==> src/rtl/ccu_pkg.sv <==
package ccu_pkg;

  // one byte of the shared control word
  typedef struct packed {
    logic       spare7;
    logic       run;
    logic [1:0] spare54;
    logic       ext_mode;
    logic [2:0] sel;
  } tmr_cfg_t;

  localparam logic [7:0] CFG_MASK = 8'h4F;

  // event selections when ext_mode is set
  typedef enum logic [2:0] {
    SRC_NBR  = 3'd0,
    SRC_RISE = 3'd1,
    SRC_FALL = 3'd2,
    SRC_BOTH = 3'd3
  } ext_src_e;

endpackage

==> src/rtl/ccu_prescaler.sv <==
module ccu_prescaler #(
  parameter int MIN_LOG = 3,
  parameter int NSEL    = 8,
  localparam int PSC_W  = MIN_LOG + NSEL - 1
) (
  input  logic            clk,
  input  logic            rst_n,
  output logic [NSEL-1:0] tick_o
);

  logic [PSC_W-1:0] psc_q;
  logic [PSC_W-1:0] psc_d;

  always_comb begin
    psc_d = psc_q + PSC_W'(1);
  end

  always_ff @(posedge clk or negedge rst_n) begin
    if (!rst_n) psc_q <= '0;
    else        psc_q <= psc_d;
  end

  // divide-by-2^(MIN_LOG+g) tick: low bits all ones
  for (genvar g = 0; g < NSEL; g++) begin : g_tick
    assign tick_o[g] = &psc_q[MIN_LOG+g-1:0];
  end

endmodule

==> src/rtl/ccu_edge_sync.sv <==
module ccu_edge_sync #(
  parameter int SYNC_STAGES = 2,
  localparam int SH_W = SYNC_STAGES + 1
) (
  input  logic clk,
  input  logic rst_n,
  input  logic async_i,
  output logic rise_o,
  output logic fall_o
);

  logic [SH_W-1:0] sh_q;
  logic [SH_W-1:0] sh_d;

  always_comb begin
    sh_d = {sh_q[SH_W-2:0], async_i};
  end

  always_ff @(posedge clk or negedge rst_n) begin
    if (!rst_n) sh_q <= '0;
    else        sh_q <= sh_d;
  end

  assign rise_o =  sh_q[SH_W-2] & ~sh_q[SH_W-1];
  assign fall_o = ~sh_q[SH_W-2] &  sh_q[SH_W-1];

endmodule

==> src/rtl/ccu_timer_core.sv <==
module ccu_timer_core #(
  parameter int CNT_W   = 16,
  parameter int SEL_W   = 3,
  parameter bit HAS_EXT = 1'b1,
  localparam int NSEL   = 2 ** SEL_W
) (
  input  logic             clk,
  input  logic             rst_n,
  input  logic             run_i,
  input  logic             ext_mode_i,
  input  logic [SEL_W-1:0] sel_i,
  input  logic [NSEL-1:0]  psc_tick_i,
  input  logic             nbr_pulse_i,
  input  logic             ext_rise_i,
  input  logic             ext_fall_i,
  input  logic             cnt_we_i,
  input  logic             rld_we_i,
  input  logic [CNT_W-1:0] wdata_i,
  input  logic             irq_we_i,
  input  logic             irq_wdata_i,
  output logic [CNT_W-1:0] cnt_o,
  output logic             ovf_o,
  output logic             irq_o
);
  import ccu_pkg::*;

  localparam logic [CNT_W-1:0] TOP = '1;

  logic ext_r, ext_f;
  logic evt, step;
  logic [CNT_W-1:0] cnt_q, cnt_d, rld_q, rld_d;
  logic ovf_q, ovf_d, irq_q, irq_d;

  if (HAS_EXT) begin : g_ext
    assign ext_r = ext_rise_i;
    assign ext_f = ext_fall_i;
  end else begin : g_noext
    assign ext_r = ext_rise_i & 1'b0;
    assign ext_f = ext_fall_i & 1'b0;
  end

  // event source multiplexer
  always_comb begin
    evt = 1'b0;
    if (!ext_mode_i) begin
      evt = psc_tick_i[sel_i];
    end else begin
      case (sel_i)
        SRC_NBR:  evt = nbr_pulse_i;
        SRC_RISE: evt = ext_r;
        SRC_FALL: evt = ext_f;
        SRC_BOTH: evt = ext_r | ext_f;
        default:  evt = 1'b0;
      endcase
    end
    step = run_i & evt;
  end

  // next state
  always_comb begin
    cnt_d = cnt_q;
    ovf_d = 1'b0;
    if (cnt_we_i) begin
      cnt_d = wdata_i;
    end else if (step) begin
      if (cnt_q == TOP) begin
        cnt_d = rld_q;
        ovf_d = 1'b1;
      end else begin
        cnt_d = cnt_q + CNT_W'(1);
      end
    end
    irq_d = irq_q;
    if (irq_we_i) irq_d = irq_wdata_i;
    if (ovf_d)    irq_d = 1'b1;
    rld_d = wdata_i;
  end

  always_ff @(posedge clk or negedge rst_n) begin
    if (!rst_n) begin
      cnt_q <= '0;
      ovf_q <= 1'b0;
      irq_q <= 1'b0;
    end else begin
      cnt_q <= cnt_d;
      ovf_q <= ovf_d;
      irq_q <= irq_d;
    end
  end

  always_ff @(posedge clk or negedge rst_n) begin
    if (!rst_n)        rld_q <= '0;
    else if (rld_we_i) rld_q <= rld_d;
  end

  assign cnt_o = cnt_q;
  assign ovf_o = ovf_q;
  assign irq_o = irq_q;

endmodule

==> src/rtl/ccu_timebase.sv <==
module ccu_timebase #(
  parameter int CNT_W   = 16,
  parameter int SEL_W   = 3,
  parameter int MIN_LOG = 3,
  localparam int NSEL   = 2 ** SEL_W,
  localparam int NTMR   = 2
) (
  input  logic             clk,
  input  logic             rst_n,
  input  logic             ctrl_we,
  input  logic [1:0]       ctrl_be,
  input  logic [15:0]      ctrl_wdata,
  output logic [15:0]      ctrl_rdata,
  input  logic [1:0]       cnt_we,
  input  logic [1:0]       rld_we,
  input  logic [CNT_W-1:0] tmr_wdata,
  input  logic [1:0]       irq_we,
  input  logic [1:0]       irq_wdata,
  input  logic             nbr_pulse,
  input  logic             ext_in,
  output logic [CNT_W-1:0] cnt_a,
  output logic [CNT_W-1:0] cnt_b,
  output logic             ovf_a,
  output logic             ovf_b,
  output logic             irq_a,
  output logic             irq_b
);
  import ccu_pkg::*;

  tmr_cfg_t cfg_q [NTMR];
  tmr_cfg_t cfg_d [NTMR];
  logic [NSEL-1:0]  psc_tick;
  logic             ext_rise, ext_fall;
  logic [CNT_W-1:0] cnt_v [NTMR];
  logic [NTMR-1:0]  ovf_v, irq_v;

  ccu_prescaler #(.MIN_LOG(MIN_LOG), .NSEL(NSEL)) i_psc (
    .clk    (clk),
    .rst_n  (rst_n),
    .tick_o (psc_tick)
  );

  ccu_edge_sync #(.SYNC_STAGES(2)) i_esync (
    .clk     (clk),
    .rst_n   (rst_n),
    .async_i (ext_in),
    .rise_o  (ext_rise),
    .fall_o  (ext_fall)
  );

  for (genvar g = 0; g < NTMR; g++) begin : g_tmr
    // control byte per timer, written under its byte enable
    always_comb begin
      cfg_d[g] = cfg_q[g];
      if (ctrl_we && ctrl_be[g]) cfg_d[g] = tmr_cfg_t'(ctrl_wdata[g*8 +: 8] & CFG_MASK);
    end

    always_ff @(posedge clk or negedge rst_n) begin
      if (!rst_n) cfg_q[g] <= '0;
      else        cfg_q[g] <= cfg_d[g];
    end

    ccu_timer_core #(
      .CNT_W   (CNT_W),
      .SEL_W   (SEL_W),
      .HAS_EXT (g == 0)
    ) i_core (
      .clk         (clk),
      .rst_n       (rst_n),
      .run_i       (cfg_q[g].run),
      .ext_mode_i  (cfg_q[g].ext_mode),
      .sel_i       (cfg_q[g].sel),
      .psc_tick_i  (psc_tick),
      .nbr_pulse_i (nbr_pulse),
      .ext_rise_i  (ext_rise),
      .ext_fall_i  (ext_fall),
      .cnt_we_i    (cnt_we[g]),
      .rld_we_i    (rld_we[g]),
      .wdata_i     (tmr_wdata),
      .irq_we_i    (irq_we[g]),
      .irq_wdata_i (irq_wdata[g]),
      .cnt_o       (cnt_v[g]),
      .ovf_o       (ovf_v[g]),
      .irq_o       (irq_v[g])
    );
  end

  assign ctrl_rdata = {cfg_q[1], cfg_q[0]};
  assign cnt_a = cnt_v[0];
  assign cnt_b = cnt_v[1];
  assign ovf_a = ovf_v[0];
  assign ovf_b = ovf_v[1];
  assign irq_a = irq_v[0];
  assign irq_b = irq_v[1];

endmodule

==> config.mk <==
export PLATFORM = sky130hd
export DESIGN_NAME = ccu_timebase
export DESIGN_NICKNAME = d
export VERILOG_FILES = /design/src/rtl/ccu_pkg.sv /design/src/rtl/ccu_prescaler.sv /design/src/rtl/ccu_edge_sync.sv /design/src/rtl/ccu_timer_core.sv /design/src/rtl/ccu_timebase.sv
export SDC_FILE = /design/constraint.sdc
export NUM_CORES = 1
export LEC_CHECK = 0
export BUFFER_PORTS_ARGS = -buffer_cell sky130_fd_sc_hd__buf_2
export CORE_MARGIN = 4
export CORE_UTILIZATION = 25
export DETAILED_ROUTE_END_ITERATION = 8
export PLACE_DENSITY = 0.46
export SLEW_MARGIN = 20
export SYNTH_ARGS = -nofsm -noshare
export SYNTH_HDL_FRONTEND = slang
export SYNTH_SLANG_ARGS = --single-unit
==> constraint.sdc <==
create_clock -name clk -period 4.05 [get_ports clk]
set_clock_uncertainty 0.05 [all_clocks]
set_input_delay 0.2025 -clock clk [delete_from_list [all_inputs] [get_ports clk]]
set_output_delay 0.2025 -clock clk [all_outputs]
set_load 0.02 [all_outputs]
==> run summary, run 1 <==
Flow run
• 0 — total of max-cap violations

Floorplan
• 147.0 um — Die Span Y
• 0.01883 mm2 — core region area
• 147.0 um — width of the chip
• 50 — placement row count
• 0.02162 mm2 — area of the die
• 99 — number of top-level design ports
• 25.66% — Starting Density

Worst setup path
• register — endpoint class of the critical path
• 11 — path depth of the worst reg2reg path
• ha_1 — CP dominant cell by count
• 0.63 ns — maximum single-stage delay on the critical path
• 1.06 ns — R2R setup slack
• ha_1 -> nand3_2 -> inv_1 -> ha_1 -> mux2i_1 -> nor2_1 -> a2111oi_0 -> nor3_4 -> buf_4 -> mux2_4 -> mux2_2 — sequence of cells on the critical path
• reg -> reg — Worst Setup Path Type
• g_tmr[0].i_core.cnt_o[9]$_DFFE_PN0P_ — RR Endpoint
• i_psc.psc_q[0]$_DFF_PN0_ — launching point of the worst reg2reg path
• 3.17 ns — data arrival time of the critical path
• a2111oi_0 — cell at the slowest stage of the critical path
• 4.23 ns — WP data required
• register — launching element type of the critical path
• 24 — largest fanout on the critical path

Placement
• 9370 um — HPWL after detailed placement
• 86 — number of port buffers
• 0.7812 — weighted congestion at the end of routability-driven global placement

Cells and area
• 0.002333 mm2 — multi-input combinational cell area
• 0.002277 mm2 — area taken by flip-flops and latches
• 584 — count of nets after finishing
• 32.77% — layout cell share with drive strength beyond 1
• 21.10% — Area Growth Syn to Fin
• 1,977 — Fillers

Pwr
• 0.0002022 V — Worst VDD drop
• 2.602 nW — Lkg Pwr
• 443.2 mW/mm2 — power density normalized to cell area

Yosys
• 0.004832 mm2 — Syn Std Cell Area
• 10.69 um2 — Synth Area per Inst
• 53 — Netlist cell types
• 0 — number of flops mapped to enable cells by yosys
• 0 — Syn. warnings
• 91 — number of storage elements in the synthesis netlist
• 100.0% — fraction of registers with async set/reset
• 452 — cell count after synthesis
• 47.13% — sequential-to-total area share from yosys stat
• dfrtp_1 — prevailing post-synth register cell

STA
• 0 — Finish-stage setup viols
• 0.7930 ns — pin slew with the least headroom to its limit
• 0 — max-slew violation count
• 0.02557 ns — worst hold slack
• 73.74% — crit share post-route
• 334.8 MHz — Fmax achieved
• 2.987 ns — final worst path period need
• 45.77% — relative max-transition margin
• 0 — final hold vios
• false — setup repair after global routing missed its margin
• 0 ns — Final TNS setup

CTS
• 2 — Clock Path Buffers
• 91 — clock sink count
• 0.35 ns — latest clock arrival within the worst-skew pair
• clkbuf_16 — root buffer cell
• 2 — CTS hold repair buffers
• 3 — htree depth
• 9 — number of buffers added by the clock tree synthesis step
• 0 — number of buffers inserted by post-CTS setup repair
• yes — TritonCTS clock tree
• 0 — Resize count post-CTS
• 0.07 ns — clock slew at reported path FFs

Route
• 13,050 um — final routed wirelength across all metal layers
• 4.710 — via density per instance
• 16.40 um — routed len/inst
• 4 — length of the first detailed-routing pass in iterations
• 0 — Antenna Violating Nets Remaining
• 0 — post-route DRC violation count
• 3,749 — detailed-route via count
• 193 — Detailed Route Iter0 Violations

GRT
• met2 — Top Usage Layer GRT
• 0 — global route overflow
• 20.97% — met2 Resource Use GR
• 62 — largest net degree at the start of global routing
• 21,120 um — wire length of the first global-routing pass
• 3,903 — vias in the first global route
• 4.226% — global routing usage on met3
• 12.28% — global-route usage over all layers
• 2 — antenna violations before repair
• 14.91% — met1 capacity usage during global routing

Worst hold path
• g_tmr[1].i_core.irq_o$_DFFE_PN0P_ — terminating pin of the worst hold path
• irq_wdata[1] — start point of the worst hold path
• 2 — Worst Hold Depth
• in -> reg — hold crit path type

Outcome
• complete, no violations — run status

## report_power, final
part           internal [mW]  leakage (nW)  switching [mW]  total (mW)
Combinational          0.207          1.34           0.264       0.471
Sequential             0.999          1.09           0.110        1.11
Clock                  0.641         0.176           0.372        1.01
## worst max-delay path: cells and delay by family (launching register included)
family | cells | cell delay (ns)
compound gates | 1 | 0.63
simple gates | 3 | 0.27
flops | 1 | 0.41
fa+ha+maj | 2 | 0.44
buf+inv | 2 | 0.32
mux | 3 | 0.74
## flip-flops by register name, summed over array words and instances, names as in the netlist
name                flops
g_tmr.i_core.irq_o      2
i_psc.psc_q            10
g_tmr.i_core.ovf_o      2
g_tmr.i_core.cnt_o     32
ctrl_rdata             10
g_tmr.i_core.rld_q     32
i_esync.sh_q            3
## cells in the final DEF (no fill, tap or decap), types with 4 or more instances in the layout
cell type / instances
o211ai_1: 4
and4_1: 4
o31ai_1: 4
nor2b_1: 5
nand2_1: 53
conb_1: 6
nor3_1: 5
o21ai_0: 27
buf_4: 6
a21oi_1: 18
a41o_1: 7
mux2i_1: 15
buf_2: 85
ha_1: 8
and2_1: 4
dfrtp_1: 91
and3_1: 8
nor2_1: 13
nand3_1: 12
inv_1: 16
nand4_1: 9
xnor2_1: 10
xor2_1: 8
clkbuf_16: 9
mux2_2: 59
## per-layer routing
metal	wire, um	vias to the layer above
met3	771	17
met2	6576	90
li1	-	1776
met5	15	-
met1	5550	1862
met4	137	4
## cells in the mapped netlist (all sizes together), types with 2 or more instances
cell type	instances	area share (%)
dfrtp	91	47
mux2	61	14
nand2	53	4.1
o21ai	27	2.8
buf	19	2.8
a21oi	18	1.9
inv	16	1.2
mux2i	15	3.1
clkbuf	13	1.0
nand3	13	1.5
nor2	13	1.0
nand4	10	1.4
xnor2	10	1.8
and3	8	1.0
ha	8	2.1
xor2	8	1.5
a41o	7	1.5
nor3	6	0.72
nor2b	5	0.65
and2	4	0.52
and4	4	0.72
o211ai	4	0.62
o31ai	4	0.62
a211oi	3	0.47
a31oi	3	0.39
nand2b	3	0.39
a2111oi	2	0.36
a211o	2	0.36
a21o	2	0.31
a31o	2	0.36
nor3b	2	0.31
nor4	2	0.26
## through the flow
stage / worst slack (ns) / power (mW) / area (um2) / std cells / util (%)
2_1_floorplan: 1.483 / 1.428 / 4851 / 457 / -
3_3_place_gp: 1.051 / 1.592 / 5466 / 776 / 29.03
3_5_place_dp: 1.060 / 1.607 / 5466 / 776 / 29.03
4_1_cts: 1.029 / 2.636 / 5847 / 794 / 31.05
5_1_grt: 0.8560 / 2.726 / 5847 / 794 / 31.05
6_report: 1.063 / 2.593 / 5852 / 796 / 31.08
## kinds of logic after synthesis
| kind of cell | count (synthesis) | synth area share [%] |
|---|---|---|
| other | 1 | 0.07761 |
| adders and majority gates | 8 | 2.072 |
| AOI/OAI and AO/OA | 84 | 11.45 |
| xor gates and xnor gates | 18 | 3.263 |
| muxes | 77 | 17.94 |
| buffers and inverters | 48 | 5.101 |
| DFF | 91 | 47.13 |
| and+or+nand+nor | 125 | 12.97 |
## worst max path at each step
stage                             startpoint                              endpoint  depth (start not counted)  slack [ns]
detailed placement  i_psc.psc_q[0]$_DFF_PN0_  g_tmr[0].i_core.cnt_o[9]$_DFFE_PN0P_                         11        1.06
CTS                 i_psc.psc_q[0]$_DFF_PN0_  g_tmr[0].i_core.cnt_o[9]$_DFFE_PN0P_                         11        1.03
global route        i_psc.psc_q[0]$_DFF_PN0_  g_tmr[0].i_core.cnt_o[9]$_DFFE_PN0P_                         11        0.86
global placement    i_psc.psc_q[0]$_DFF_PN0_  g_tmr[0].i_core.cnt_o[9]$_DFFE_PN0P_                         11        1.05
floorplan           i_psc.psc_q[0]$_DFF_PN0_  g_tmr[0].i_core.cnt_o[9]$_DFFE_PN0P_                         11        1.48
finish              i_psc.psc_q[0]$_DFF_PN0_  g_tmr[0].i_core.cnt_o[9]$_DFFE_PN0P_                         11        1.06
## final cells by class
cell class,instances,area share (%)
tap,260,5.559
clock inverter,5,1.839
sequential,91,38.91
timing repair buffer,93,8.381
inverter,16,1.026
multi-input combinational,318,39.88
antenna,2,0.08552
clock buffer,11,4.319
Note: power is estimated with default switching activity, not from simulation.
==> run 2: changes to the inputs <==
clock period = 2.9 ns   (was 4.05 ns; I/O delays follow)
==> run 2 against run 1 <==
Utilization up 0.84 points. Non-clock buffer count up 19. Cell area up 2.7%. Sequential share of layout area down 1.0 points. Global-route usage down 0.14 points. Critical path type unchanged. Largest cell class unchanged. Highest routed layer unchanged.
==> run summary, run 2 (synthesized netlist as in run 1, its figures left out) <==
Outcome
• complete, no violations — run status, unchanged

STA
• 0 — final hold vios, unchanged
• false — setup repair after global routing missed its margin, unchanged
• 0 — Finish-stage setup viols, unchanged
• 49.20% — relative max-transition margin, was 45.77%
• 0 ns — Final TNS setup, unchanged
• 2.688 ns — final worst path period need, was 2.987 ns
• 0.2115 ns — Worst Slack Setup Final, was 1.063 ns
• 92.71% — crit share post-route, was 73.74%
• 0 — max-slew violation count, unchanged
• 0.7619 ns — pin slew with the least headroom to its limit, was 0.7930 ns
• 372.0 MHz — Fmax achieved, was 334.8 MHz

Route
• 0 — post-route DRC violation count, unchanged
• 160 — Detailed Route Iter0 Violations, was 193
• 12,960 um — final routed wirelength across all metal layers, was 13,050 um
• 4.662 — via density per instance, was 4.710
• 0 — Antenna Violating Nets Remaining, unchanged
• 15.94 um — routed len/inst, was 16.40 um
• 4 — length of the first detailed-routing pass in iterations, unchanged
• 3,790 — detailed-route via count, was 3,749

Cells and area
• 32.07% — layout cell share with drive strength beyond 1, was 32.77%
• dfrtp_1 — most frequent standard cell in the layout excluding fill and tap cells, unchanged
• 0.002333 mm2 — multi-input combinational cell area, unchanged
• 603 — count of nets after finishing, was 584
• 1,945 — Fillers, was 1,977
• 24.37% — Area Growth Syn to Fin, was 21.10%
• dfrtp_1, buf_2, mux2_2 — commonest non-fill, non-tap cells in the layout, unchanged
• 813 — non-filler cells in the finished layout, was 796
• 0.002277 mm2 — area taken by flip-flops and latches, unchanged

Placement
• 0.1836 ns — worst-case setup slack after placement, was 1.060 ns
• 9245 um — HPWL after detailed placement, was 9370 um
• 779 — dpl cells, was 776
• 86 — number of port buffers, unchanged
• 0.7596 — weighted congestion at the end of routability-driven global placement, was 0.7812

Worst setup path
• 0.21 ns — R2R setup slack, was 1.06 ns
• reg -> reg — Worst Setup Path Type, unchanged
• 2.87 ns — data arrival time of the critical path, was 3.17 ns
• 3.08 ns — WP data required, was 4.23 ns
• ha_1 -> nand3_2 -> nor3_1 -> ha_1 -> nand2_1 -> o31ai_1 -> a221oi_1 -> nor3_4 -> buf_12 -> mux2_2 -> mux2_2 — sequence of cells on the critical path, was ha_1 -> nand3_2 -> inv_1 -> ha_1 -> mux2i_1 -> nor2_1 -> a2111oi_0 -> nor3_4 -> buf_4 -> mux2_4 -> mux2_2
• register — launching element type of the critical path, unchanged
• register — endpoint class of the critical path, unchanged
• 0.40 ns — maximum single-stage delay on the critical path, was 0.63 ns
• dfrtp_1 — cell at the slowest stage of the critical path, was a2111oi_0
• 24 — largest fanout on the critical path, unchanged
• 11 — path depth of the worst reg2reg path, unchanged

CTS
• 0.07 ns — clock slew at reported path FFs, about the same
• 0.34 ns — latest clock arrival within the worst-skew pair, was 0.35 ns
• 3 — htree depth, unchanged
• 91 — clock sink count, unchanged
• 0 — number of buffers inserted by post-CTS setup repair, unchanged
• yes — TritonCTS clock tree, unchanged
• 9 — number of buffers added by the clock tree synthesis step, unchanged
• 2 — Clock Path Buffers, unchanged
• clkbuf_16 — root buffer cell, unchanged

GRT
• 21,070 um — wire length of the first global-routing pass, was 21,120 um
• 12.15% — global-route usage over all layers, was 12.28%
• 0 — global route overflow, unchanged
• 54 — largest net degree at the start of global routing, was 62
• 3,951 — vias in the first global route, was 3,903
• 2 — antenna violations before repair, unchanged

Floorplan
• 0.02162 mm2 — area of the die, unchanged
• 147.0 um — width of the chip, unchanged
• 50 — placement row count, unchanged
• 147.0 um — Die Span Y, unchanged
• 99 — number of top-level design ports, unchanged
• 25.66% — Starting Density, unchanged
• 0.01883 mm2 — core region area, unchanged

Worst hold path
• in -> reg — hold crit path type, unchanged
• 3 — Worst Hold Depth, was 2

Pwr
• 3.474 mW — final total power, was 2.593 mW
• 578.1 mW/mm2 — power density normalized to cell area, was 443.2 mW/mm2
• 2.666 nW — Lkg Pwr, was 2.602 nW
• 0.0003239 V — Worst VDD drop, was 0.0002022 V

Flow run
• 0 — total of max-cap violations, unchanged

-- run 2: cell count changes in the layout (fill, tap and decap cells not counted) --
cell and change:
buf_4 +1, dlygate4sd3_1 +16, clkinvlp_4 +1, bufinv_16 -2, diode_2 -1, clkbuf_8 +1
buf_12 +2, inv_6 -1
-- run 2: worst max-delay path, delay by kind of cell (launching register included) --
family                     cells  cell delay [ns]
and+or+nand+nor                4             0.64
DFF                            1             0.40
adders and majority gates      2             0.43
AOI/OAI and AO/OA              2             0.24
buffers and inverters          1             0.21
muxes                          2             0.61
-- run 2: area by class of cell --
class | instances | area share [%]
multi-input combinational | 318 | 38.83
antenna | 1 | 0.04164
timing repair buffer | 112 | 11.62
inverter | 16 | 0.9994
tap | 260 | 5.413
clock inverter | 3 | 0.7704
clock buffer | 12 | 4.435
sequential | 91 | 37.89
-- run 2: repair_timing --
| action | 4_1_cts | 5_1_grt |
|---|---|---|
| hold buffers | 18 | 0 |
| gates resized for setup | 0 | 0 |
| endpoints found under the hold margin | 68 | 0 |
-- run 2: report_power, final --
group          switching [mW]  internal (mW)  total [mW]
Clock                   0.503          0.736        1.24
Combinational           0.372          0.311       0.683
Sequential              0.155           1.40        1.55
-- run 2: path summary, 6_finish.rpt --
check	end	from
worst max-delay path	g_tmr[0].i_core.cnt_o[10]$_DFFE_PN0P_	i_psc.psc_q[0]$_DFF_PN0_
worst min-delay path	g_tmr[0].i_core.cnt_o[13]$_DFFE_PN0P_	tmr_wdata[13]
worst max register to register	g_tmr[0].i_core.cnt_o[10]$_DFFE_PN0P_	i_psc.psc_q[0]$_DFF_PN0_
worst min register to register	i_esync.sh_q[1]$_DFF_PN0_	i_esync.sh_q[0]$_DFF_PN0_
max in group asynchronous	g_tmr[1].i_core.rld_q[10]$_DFFE_PN0P_	rst_n
min in group asynchronous	g_tmr[0].i_core.rld_q[1]$_DFFE_PN0P_	rst_n
-- run 2: stage by stage --
stage                     utilization (%)  hold slack, ns  cell area (um2)
after floorplan                         -         -0.2006             4851
after detailed placement            29.28          0.2075             5514
final                               31.91         0.01531             6010
after CTS                           31.90        0.005179             6007
after global routing                31.91         0.02809             6010
after global placement              29.28          0.2030             5514
-- run 2: per-layer routing --
| layer | vias up | routed length [um] | track usage, % |
|---|---|---|---|
| li1 | 1816 | - | - |
| met1 | 1880 | 5820 | 15.24 |
| met2 | 76 | 6377 | 20.72 |
| met3 | 16 | 556 | 2.869 |
| met4 | 2 | 181 | 3.868 |
| met5 | - | 20 | 0 |
==> run 3: changes to the inputs <==
ABC_AREA = 1   (was default)
PLACE_DENSITY = 0.45   (was 0.46)
==> run 3 against run 2 <==
Fmax up 16%. Register-to-register slack better by 0.37 ns. Worst setup slack better by 0.37 ns. Via count up 22%. Global-route usage up 0.60 points. Synthesized area up 11%. Die area up 10%. First-iteration DRC count up 76%. Total power up 11%. Clock power down 3%.
==> run summary, run 3 <==
Outcome
• complete, no violations — run status, unchanged

STA
• 0.7120 ns — pin slew with the least headroom to its limit, was 0.7619 ns
• 52.53% — relative max-transition margin, was 49.20%
• 431.4 MHz — Fmax achieved, was 372.0 MHz
• 2.318 ns — final worst path period need, was 2.688 ns
• 79.93% — crit share post-route, was 92.71%
• 0 ns — Final TNS setup, unchanged
• 0 — final hold vios, unchanged
• 0 — max-slew violation count, unchanged
• 0 — Finish-stage setup viols, unchanged
• 0.01163 ns — worst hold slack, was 0.01531 ns
• 0.5819 ns — Worst Slack Setup Final, was 0.2115 ns
• false — setup repair after global routing missed its margin, unchanged

Pwr
• 594.4 mW/mm2 — power density normalized to cell area, was 578.1 mW/mm2
• 3.277 nW — Lkg Pwr, was 2.666 nW
• 3.848 mW — final total power, was 3.474 mW
• 0.0002968 V — Worst VDD drop, was 0.0003239 V

CTS
• 2 — Clock Path Buffers, unchanged
• 0 — number of buffers inserted by post-CTS setup repair, unchanged
• 9 — number of buffers added by the clock tree synthesis step, unchanged
• yes — TritonCTS clock tree, unchanged
• 3 — htree depth, unchanged
• 0 — Resize count post-CTS, unchanged
• clkbuf_16 — root buffer cell, unchanged
• 0.06 ns — clock slew at reported path FFs, was 0.07 ns
• 91 — clock sink count, unchanged
• 17 — CTS hold repair buffers, was 18
• 0.35 ns — latest clock arrival within the worst-skew pair, was 0.34 ns

Route
• 477 um — met3 wire length, was 556 um
• 4,641 — detailed-route via count, was 3,790
• 0 — Antenna Violating Nets Remaining, unchanged
• 7417 um — Met1 Wirelength, was 5820 um
• 4.293 — via density per instance, was 4.662
• met4 — top metal layer carrying routed signals, was met5
• 14,780 um — final routed wirelength across all metal layers, was 12,960 um
• 13.67 um — routed len/inst, was 15.94 um
• 281 — Detailed Route Iter0 Violations, was 160
• 4 — length of the first detailed-routing pass in iterations, unchanged
• 0 — post-route DRC violation count, unchanged
• 6691 um — met2 routed wirelength, was 6377 um

Worst setup path
• 17 — largest fanout on the critical path, was 24
• register — launching element type of the critical path, unchanged
• register — endpoint class of the critical path, unchanged
• 3.09 ns — WP data required, was 3.08 ns
• 2.51 ns — data arrival time of the critical path, was 2.87 ns
• reg -> reg — Worst Setup Path Type, unchanged

Floorplan
• 25.45% — Starting Density, was 25.66%
• 99 — number of top-level design ports, unchanged
• 53 — placement row count, was 50
• 154.5 um — Die Span Y, was 147.0 um
• 154.5 um — width of the chip, was 147.0 um
• 0.02387 mm2 — area of the die, was 0.02162 mm2
• 0.02109 mm2 — core region area, was 0.01883 mm2

Yosys
• 1.865% — adder and majority gate portion of the synthesized area, was 2.071%
• 42.43% — fraction of synthesized cell area taken by the top area cell type, was 47.13%
• 7.204% — compound-gate portion of the synthesized area, was 11.44%
• dfrtp_1, nand2_1, nand3_1 — cell types occupying the most area after synthesis, was dfrtp_1, mux2_2, nand2_1
• 100.0% — fraction of registers with async set/reset, unchanged
• dfrtp_1 — prevailing post-synth register cell, unchanged
• nand2_1 — most frequently used cell type in the post-synthesis netlist, was dfrtp_1
• 3.521% — mux contribution to synthesized area, was 17.94%
• nand2_1, dfrtp_1, nand3_1 — most frequent cells after synthesis, was dfrtp_1, mux2_2, nand2_1
• 0 — Syn. warnings, unchanged
• 91 — number of storage elements in the synthesis netlist, unchanged
• 0 — number of flops mapped to enable cells by yosys, unchanged
• dfrtp_1 — leading area contributor after synthesis, unchanged
• 42.43% — sequential-to-total area share from yosys stat, was 47.13%
• 7.569 um2 — Synth Area per Inst, was 10.69 um2
• 40 — Netlist cell types, was 53
• 2.938% — xor-xnor portion of the synthesized cell area, was 3.263%
• simple AND/OR/NAND/NOR gates — combinational family with the most area after synthesis, was multiplexers
• 33.78% — basic-gate share of the synthesized area counting and, or, nand and nor cells, was 12.97%
• 709 — cell count after synthesis, was 452
• 0.005366 mm2 — Syn Std Cell Area, was 0.004832 mm2

GRT
• 4,517 — vias in the first global route, was 3,951
• 52 — largest net degree at the start of global routing, was 54
• 0 — global route overflow, unchanged
• 12.75% — global-route usage over all layers, was 12.15%
• 24,530 um — wire length of the first global-routing pass, was 21,070 um
• 1 — antenna violations before repair, was 2

Cells and area
• 2,331 — Fillers, was 1,945
• nand2_1, dfrtp_1, buf_2 — commonest non-fill, non-tap cells in the layout, was dfrtp_1, buf_2, mux2_2
• 30.70% — post-layout utilization of the core, was 31.91%
• nand2_1 — most frequent standard cell in the layout excluding fill and tap cells, was dfrtp_1
• 20.63% — Area Growth Syn to Fin, was 24.37%
• 855 — count of nets after finishing, was 603
• 19.50% — layout cell share with drive strength beyond 1, was 32.07%

Worst hold path
• in -> reg — hold crit path type, unchanged

Placement
• 11,110 um — HPWL after detailed placement, was 9245 um
• 0.7704 — weighted congestion at the end of routability-driven global placement, was 0.7596
• 86 — number of port buffers, unchanged
• 0.5795 ns — worst-case setup slack after placement, was 0.1836 ns

Flow run
• 0 — total of max-cap violations, unchanged

-- run 3: changes by cell type after synthesis, sizes merged, moves of 8 or more --
cell | before | now
o21ai | 27 | 48
inv | 16 | 62
mux2i | 15 | 2
mux2 | 61 | 15
nand2 | 53 | 238
nand3 | 13 | 76
and3 | 8 | 0
nor2 | 13 | 65
-- run 3: final cells by class --
type | instances | area (um2) | share of cell area [%]
Tap cell | 275 | 344.1 | 5.315
Antenna cell | 1 | 2.502 | 0.03865
Timing Repair Buffer | 106 | 638.1 | 9.857
Clock inverter | 5 | 52.55 | 0.8118
Sequential cell | 91 | 2277 | 35.18
Clock buffer | 11 | 242.7 | 3.750
Inverter | 66 | 247.7 | 3.827
Multi-Input combinational cell | 526 | 2669 | 41.23
-- run 3: worst paths after layout --
path | depth (start not counted) | slack, ns | startpoint | endpoint
worst min-delay path | 3 | 0.01 | irq_we[0] | g_tmr[0].i_core.irq_o$_DFFE_PN0P_
worst max register to register | 14 | 0.58 | i_psc.psc_q[0]$_DFF_PN0_ | g_tmr[0].i_core.cnt_o[13]$_DFFE_PN0P_
worst min register to register | 0 | 0.31 | i_esync.sh_q[0]$_DFF_PN0_ | i_esync.sh_q[1]$_DFF_PN0_
worst max-delay path | 14 | 0.58 | i_psc.psc_q[0]$_DFF_PN0_ | g_tmr[0].i_core.cnt_o[13]$_DFFE_PN0P_
max in group asynchronous | 3 | 1.78 | rst_n | g_tmr[1].i_core.cnt_o[8]$_DFFE_PN0P_
min in group asynchronous | 2 | 0.33 | rst_n | i_esync.sh_q[0]$_DFF_PN0_
-- run 3: per-stage QoR --
step | cell area [um2] | instances
after floorplan | 5385 | 714
after global placement | 6006 | 1047
after detailed placement | 6006 | 1047
after CTS | 6471 | 1080
after global routing | 6474 | 1081
final | 6474 | 1081
-- run 3: power by group --
part / leakage, nW / internal, mW / total, mW / switching [mW]
Clock: 0.145 / 0.688 / 1.20 / 0.514
Sequential: 1.10 / 1.43 / 1.64 / 0.207
Combinational: 2.03 / 0.365 / 1.01 / 0.644
Total: 3.28 / 2.48 / 3.85 / 1.37
-- run 3: kinds of logic (layout without fill, tap and decap cells) --
| kind of cell | after synthesis | after routing |
|---|---|---|
| XOR/XNOR | 18 | 18 |
| flip-flops | 91 | 91 |
| buffers and inverters | 97 | 188 |
| AND/OR/NAND/NOR | 404 | 404 |
| multiplexers | 17 | 17 |
| AO/OA/AOI/OAI | 73 | 73 |
| adder cells (fa/ha/maj) | 8 | 8 |
| other | 1 | 7 |
-- run 3: metal layers --
metal,vias to the layer above,GRT usage [%]
met4,0,4.668
met5,-,0
met3,12,2.266
li1,2451,-
met2,76,19.01
met1,2102,18.46
-- run 3: worst max-delay path, cell delays in order (launching register included) --
cell and delay [ns]:
dfrtp_1 0.38, ha_1 0.23, nand2_1 0.17, nor2_8 0.06, nand2_2 0.09, inv_1 0.05
ha_1 0.19, o21ai_0 0.17, a21oi_1 0.06, nand3_1 0.09, nand2_2 0.08, nand2_4 0.19
nand2_4 0.21, nand2_1 0.13, nand2_1 0.05
